==> config.mk <==
export PLATFORM = sky130hd
export DESIGN_NAME = pld_out_cell
export DESIGN_NICKNAME = d
export VERILOG_FILES = /design/src/rtl/pld_cell_pkg.sv /design/src/rtl/cell_cfg_decode.sv /design/src/rtl/cell_flop.sv /design/src/rtl/cell_io_stage.sv /design/src/rtl/pld_out_cell.sv
export SDC_FILE = /design/constraint.sdc
export NUM_CORES = 1
export LEC_CHECK = 0
export BUFFER_PORTS_ARGS = -buffer_cell sky130_fd_sc_hd__buf_4
export CAP_MARGIN = 20
export CORE_AREA = 2 2 39 41
export CTS_BUF_LIST = sky130_fd_sc_hd__clkbuf_2 sky130_fd_sc_hd__clkbuf_4 sky130_fd_sc_hd__clkbuf_8
export DETAILED_ROUTE_END_ITERATION = 12
export DIE_AREA = 0 0 41 43
export GPL_ROUTABILITY_DRIVEN = 1
export PLACE_DENSITY_LB_ADDON = 0.2
export SYNTH_ARGS = -nofsm -noshare
export SYNTH_HDL_FRONTEND = slang
export SYNTH_HIERARCHICAL = 1
export SYNTH_SLANG_ARGS = --single-unit
==> constraint.sdc <==
create_clock -name clk -period 1.96 [get_ports clk]
set_input_delay 0.294 -clock clk [delete_from_list [all_inputs] [get_ports clk]]
set_output_delay 0.294 -clock clk [all_outputs]
set_load 0.01 [all_outputs]
==> src/rtl/pld_cell_pkg.sv <==
package pld_cell_pkg;

   localparam int CELL_CFG_W = 2;
   localparam int CFG_MODE_BIT = 1;
   localparam int CFG_POL_BIT = 0;

   typedef enum logic [1:0] {
      CELL_COMB_LOW  = 2'b00,
      CELL_COMB_HIGH = 2'b01,
      CELL_REG_LOW   = 2'b10,
      CELL_REG_HIGH  = 2'b11
   } cell_mode_e;

   typedef struct packed {
      logic registered;
      logic active_high;
   } cell_sel_t;

   function automatic cell_sel_t cell_decode(input logic [CELL_CFG_W-1:0] c);
      cell_sel_t s;
      s.registered  = c[CFG_MODE_BIT];
      s.active_high = c[CFG_POL_BIT];
      return s;
   endfunction

endpackage

==> src/rtl/cell_cfg_decode.sv <==
module cell_cfg_decode
   import pld_cell_pkg::*;
#(
   parameter int CFG_W = CELL_CFG_W
)(
   input  logic [CFG_W-1:0] cfg,
   output cell_sel_t        sel
);
   if (CFG_W != CELL_CFG_W) begin : g_bad_width
      $error("cell_cfg_decode: CFG_W must be %0d", CELL_CFG_W);
   end

   cell_mode_e mode;
   always_comb begin
      mode = cell_mode_e'(cfg[1:0]);
      sel  = cell_decode(mode);
   end
endmodule

==> src/rtl/cell_flop.sv <==
module cell_flop #(
   parameter bit PRELOAD_EN = 1'b1
)(
   input  logic clk,
   input  logic clr,
   input  logic sp,
   input  logic pl_en,
   input  logic pl_val,
   input  logic d,
   output logic q
);
   logic d_next;

   if (PRELOAD_EN) begin : g_preload
      always_comb begin
         if (pl_en)   d_next = pl_val;
         else if (sp) d_next = 1'b1;
         else         d_next = d;
      end
   end else begin : g_no_preload
      logic unused_pl;
      assign unused_pl = pl_en ^ pl_val;
      always_comb d_next = sp ? 1'b1 : d;
   end

   always_ff @(posedge clk or posedge clr) begin
      if (clr) q <= 1'b0;
      else     q <= d_next;
   end
endmodule

==> src/rtl/cell_io_stage.sv <==
module cell_io_stage
   import pld_cell_pkg::*;
(
   input  cell_sel_t sel,
   input  logic      q,
   input  logic      sum_term,
   input  logic      oe_term,
   input  logic      pad_in,
   output logic      pad_out,
   output logic      pad_oe,
   output logic      fb_true,
   output logic      fb_comp
);
   logic core_val;
   logic pin_level;
   logic q_n;

   always_comb begin
      q_n       = ~q;
      core_val  = sel.registered ? q : sum_term;
      pad_out   = sel.active_high ? core_val : ~core_val;
      pad_oe    = oe_term;
      pin_level = oe_term ? pad_out : pad_in;
      // registered feedback is taken from the inverted register node
      fb_comp   = sel.registered ? q_n : ~pin_level;
      fb_true   = ~fb_comp;
   end
endmodule

==> src/rtl/pld_out_cell.sv <==
module pld_out_cell
   import pld_cell_pkg::*;
#(
   parameter int CFG_W      = CELL_CFG_W,
   parameter bit PRELOAD_EN = 1'b1
)(
   input  logic             clk,
   input  logic             rst_n,
   input  logic [CFG_W-1:0] cfg,
   input  logic             sum_term,
   input  logic             oe_term,
   input  logic             ar_term,
   input  logic             sp_term,
   input  logic             pl_en,
   input  logic             pl_val,
   input  logic             pad_in,
   output logic             pad_out,
   output logic             pad_oe,
   output logic             fb_true,
   output logic             fb_comp
);
   cell_sel_t sel;
   logic      clr_any;
   logic      reg_q;

   assign clr_any = ar_term | ~rst_n;

   cell_cfg_decode #(.CFG_W(CFG_W)) i_dec (
      .cfg (cfg),
      .sel (sel)
   );

   cell_flop #(.PRELOAD_EN(PRELOAD_EN)) i_flop (
      .clk    (clk),
      .clr    (clr_any),
      .sp     (sp_term),
      .pl_en  (pl_en),
      .pl_val (pl_val),
      .d      (sum_term),
      .q      (reg_q)
   );

   cell_io_stage i_io (
      .sel      (sel),
      .q        (reg_q),
      .sum_term (sum_term),
      .oe_term  (oe_term),
      .pad_in   (pad_in),
      .pad_out  (pad_out),
      .pad_oe   (pad_oe),
      .fb_true  (fb_true),
      .fb_comp  (fb_comp)
   );
endmodule

# == Word-level counts from Yosys, hierarchy flattened ==
# Cells that the tools add are included.
# classes
n_mux,6
bitwise_logic,6
# op_table
operator,n
1-bit two-way mux,6
1-bit NOT,5
1-bit OR,1
# totals
reg_bits,1
input_bits,11

# == Depth between registers and ports, before layout ==
# depth
word_depth,7
mapped_depth,3
ltp_nobuf,2

# == Modules after synthesis ==
# The synthesis kept the hierarchy.
# by_module_without_submodules
module,instances,cells_per_inst,area_per_inst_um2,seq_area_each_um2
cell_io_stage,1,9,71.3,0.0
cell_flop,1,5,41.3,25.0
cell_cfg_decode,1,2,15.0,0.0
pld_out_cell,1,1,6.3,0.0

# == Worst setup path after synthesis ==
# OpenSTA, ideal clock, no wires.
# synth_path
path_kind,input-to-output
startpoint,input cfg[1]
endpoint,output fb_comp
arrival_time_ns,0.887
setup_slack_ns,0.779
cell_stages,3
n_path_buf,1
path_cell_list,buf_4 and2_1 a211oi_1
# synth_via
elab_chain_cells,6
# synth_rtl
element,line_no,rtl
"start, declared",pld_out_cell.sv:9,"input logic [CFG_W-1:0] cfg,"
1-bit two-way mux,cell_io_stage.sv:20,core_val = sel.registered ? q : sum_term;
1-bit NOT,cell_io_stage.sv:21,pad_out = sel.active_high ? core_val : ~core_val;
1-bit two-way mux,cell_io_stage.sv:21,
1-bit two-way mux,cell_io_stage.sv:23,pin_level = oe_term ? pad_out : pad_in;
1-bit NOT,cell_io_stage.sv:25,fb_comp = sel.registered ? q_n : ~pin_level;
1-bit two-way mux (*),cell_io_stage.sv:25,
"end, declared",pld_out_cell.sv:20,output logic fb_comp
# Every way passes the cells marked *; elsewhere a longest branch is shown, timed or not.

# == Final worst setup path ==
# layout_path
startpoint,input oe_term
endpoint,output fb_true
# layout_via
elab_chain_cells,4
# layout_rtl
element,line_no,rtl
"start, declared",pld_out_cell.sv:11,"input logic oe_term,"
1-bit two-way mux,cell_io_stage.sv:23,
1-bit NOT,cell_io_stage.sv:25,
1-bit two-way mux,cell_io_stage.sv:25,
1-bit NOT,cell_io_stage.sv:26,fb_true = ~fb_comp;
"end, declared",pld_out_cell.sv:19,"output logic fb_true,"
# No other way between the ends.

==> qor.yml <==
placed_design:
  numPortBuffers: 14
  dp.cells: 44
  place_ws_ps: 692
  routabilityCongestion: 0.571
global_route:
  grt_remaining_overflow: 0
  antenna_found_initial: 0
  grt_pass1_wl_um: 517
  grt_usage: 0.0391
  grt_start_max_net_pins: 5
  grt_pass1_vias: 155
die:
  die_h_um: 43
  io_pins: 15
  start_util: 0.0967
  die_x_um: 41
  dieArea_um2: 1760
  row_count: 14
  coreArea_um2: 1380
synthesis:
  synth_top_area_cell: "dfrtp_1"
  synth_edf_count: 0
  yosysSeqAreaShare: 0.187
  syn_area_per_cell_um2: 7.88
  yosysMostFrequentCell: "buf_4"
  synth_async_sr_flop_share: 1.00
  synth-warning-count: 6
  synth.distinct_cells: 15
  synth.top_cell.area_share: 0.187
  postSynthCellCount: 17
  ys.flop_type: "dfrtp_1"
  ys_top_cells_by_area: "dfrtp_1, buf_4, mux2i_1"
  netlist_area_um2: 134
  synth_nets: 28
  synth-seq-cells: 1
finish:
  top_regs: "i_flop/q (1)"
  nNetsFinal: 41
  antennaDiodeCount: 0
  largest_register_ff_count: 1
  top_register: "i_flop/q"
  stdcell_count: 44
  fin_util: 0.171
  syn_to_final_growth_pct: 76.6
  drive_above_1_share: 0.500
routing:
  drc: 0
  drt-initial-drc-count: 0
  routed_via_density: 3.55
  first_pass_iters: 1
  postRouteAntennaNets: 0
  vias: 156
  drt-total-wl_um: 319
  routedWlPerCell_um: 7.25
pwr:
  power_leakage_nw: 0.122
  power.density_nw_per_um2: 316
  power_mw: 0.0748
  irDropWorstVdd_mv: 0.122
setup_path:
  cp_common_cell: "buf_4"
  crit_chain: "buf_4, nor2b_1, a211o_1, buf_4"
  required_ps: 1670
  critPathLaunchType: "primary input"
  critical_path_class: "primary input to primary output"
  setup.worst_path.end_class: "primary output"
  arrival_ps: 970
  cp_slowest_cell: "a211o_1"
  crit_fanout: 3
  slowest_delay_ps: 280
timing:
  slew_violations: 0
  worst_pin_slew_ps: 275
  setup_viol: 0
  finalCriticalPeriod_ps: 1270
  period_share: 0.646
  hold_viol_final: 0
  rsz0062_at_grt: "no"
  post-route-worst-setup-slack_ps: 693
  fin_setup_tns_ps: 0
  fmax_ghz: 0.790
  maxSlewHeadroom: 0.816
clock_network:
  post_cts_resized: 0
  postCtsSetupRepairBufs: 0
  path_clk_slew_ps: 0
  ctsHoldBuffers: 0
flow_run:
  drv_cap: 0
outcome:
  outcome: "complete, no violations"
min_path:
  hold_class: "primary input to asynchronous set/reset pin"
placed cells by master, fill, tap and decap left out, drive strengths merged:
cell,Yosys,routed
inv,1,1
a211o,1,1
nor2b,1,1
and2,1,1
mux2i,1,1
xnor2,1,1
nor3b,1,1
dfrtp,1,1
nand2,1,1
a211oi,1,1
xor2,1,1
nand2b,1,1
buf,3,14
nor2,1,1
o21ai,1,1
stage by stage:
step	cell area, um^2	hold slack [ps]
6_report	236	156
5_1_grt	236	176
4_1_cts	236	162
3_5_place_dp	236	162
3_3_place_gp	236	160
2_1_floorplan	134	67.7
cells by family (layout without fill, tap and decap cells):
logic type             Yosys count  in the layout  share of synthesized area
AND/OR/NAND/NOR                  6              6                      0.252
buffers and inverters            4             15                      0.196
AO/OA/AOI/OAI                    3              3                      0.159
XOR/XNOR                         2              2                      0.131
multiplexers                     1              1                     0.0748
flip-flops                       1              1                      0.187
per-layer routing:
layer / part of all wire / GRT usage / vias to the layer above / wire [um]
met3: 0.17 / 0 / 0 / 53
li1: - / - / 76 / -
met2: 0.45 / 0.0813 / 14 / 144
met5: 0 / 0 / - / 0
met4: 0 / 0 / 0 / 0
met1: 0.38 / 0.0415 / 66 / 120
where the power goes:
part           leakage (nW)  switching, mW  total [mW]  internal, mW
clock                     0              0           0             0
combinational         0.110         0.0197      0.0515        0.0318
sequential           0.0121       0.000663      0.0233        0.0227
total                 0.122         0.0204      0.0748        0.0545
worst paths after layout:
check,cells past startpoint,end,slack (ps),start
max,4,fb_true,690,oe_term
min,3,i_flop/q,160,rst_n
max in group asynchronous,3,i_flop/q,1600,ar_term
min in group clk,2,i_flop/q,490,pl_en
critical path, delay by kind of cell:
family,cells,cell delay [ps]
AND/OR/NAND/NOR,1,140
AO/OA/AOI/OAI,1,280
buffers and inverters,2,260
final cells by class:
type | instances | area, um^2
fill | 171 | 1150
timing repair buffer | 14 | 105
multi-input combinational | 12 | 82.6
sequential | 1 | 25.0
tap | 16 | 20.0
inverter | 1 | 3.75
(Power assumes the default switching activity.)
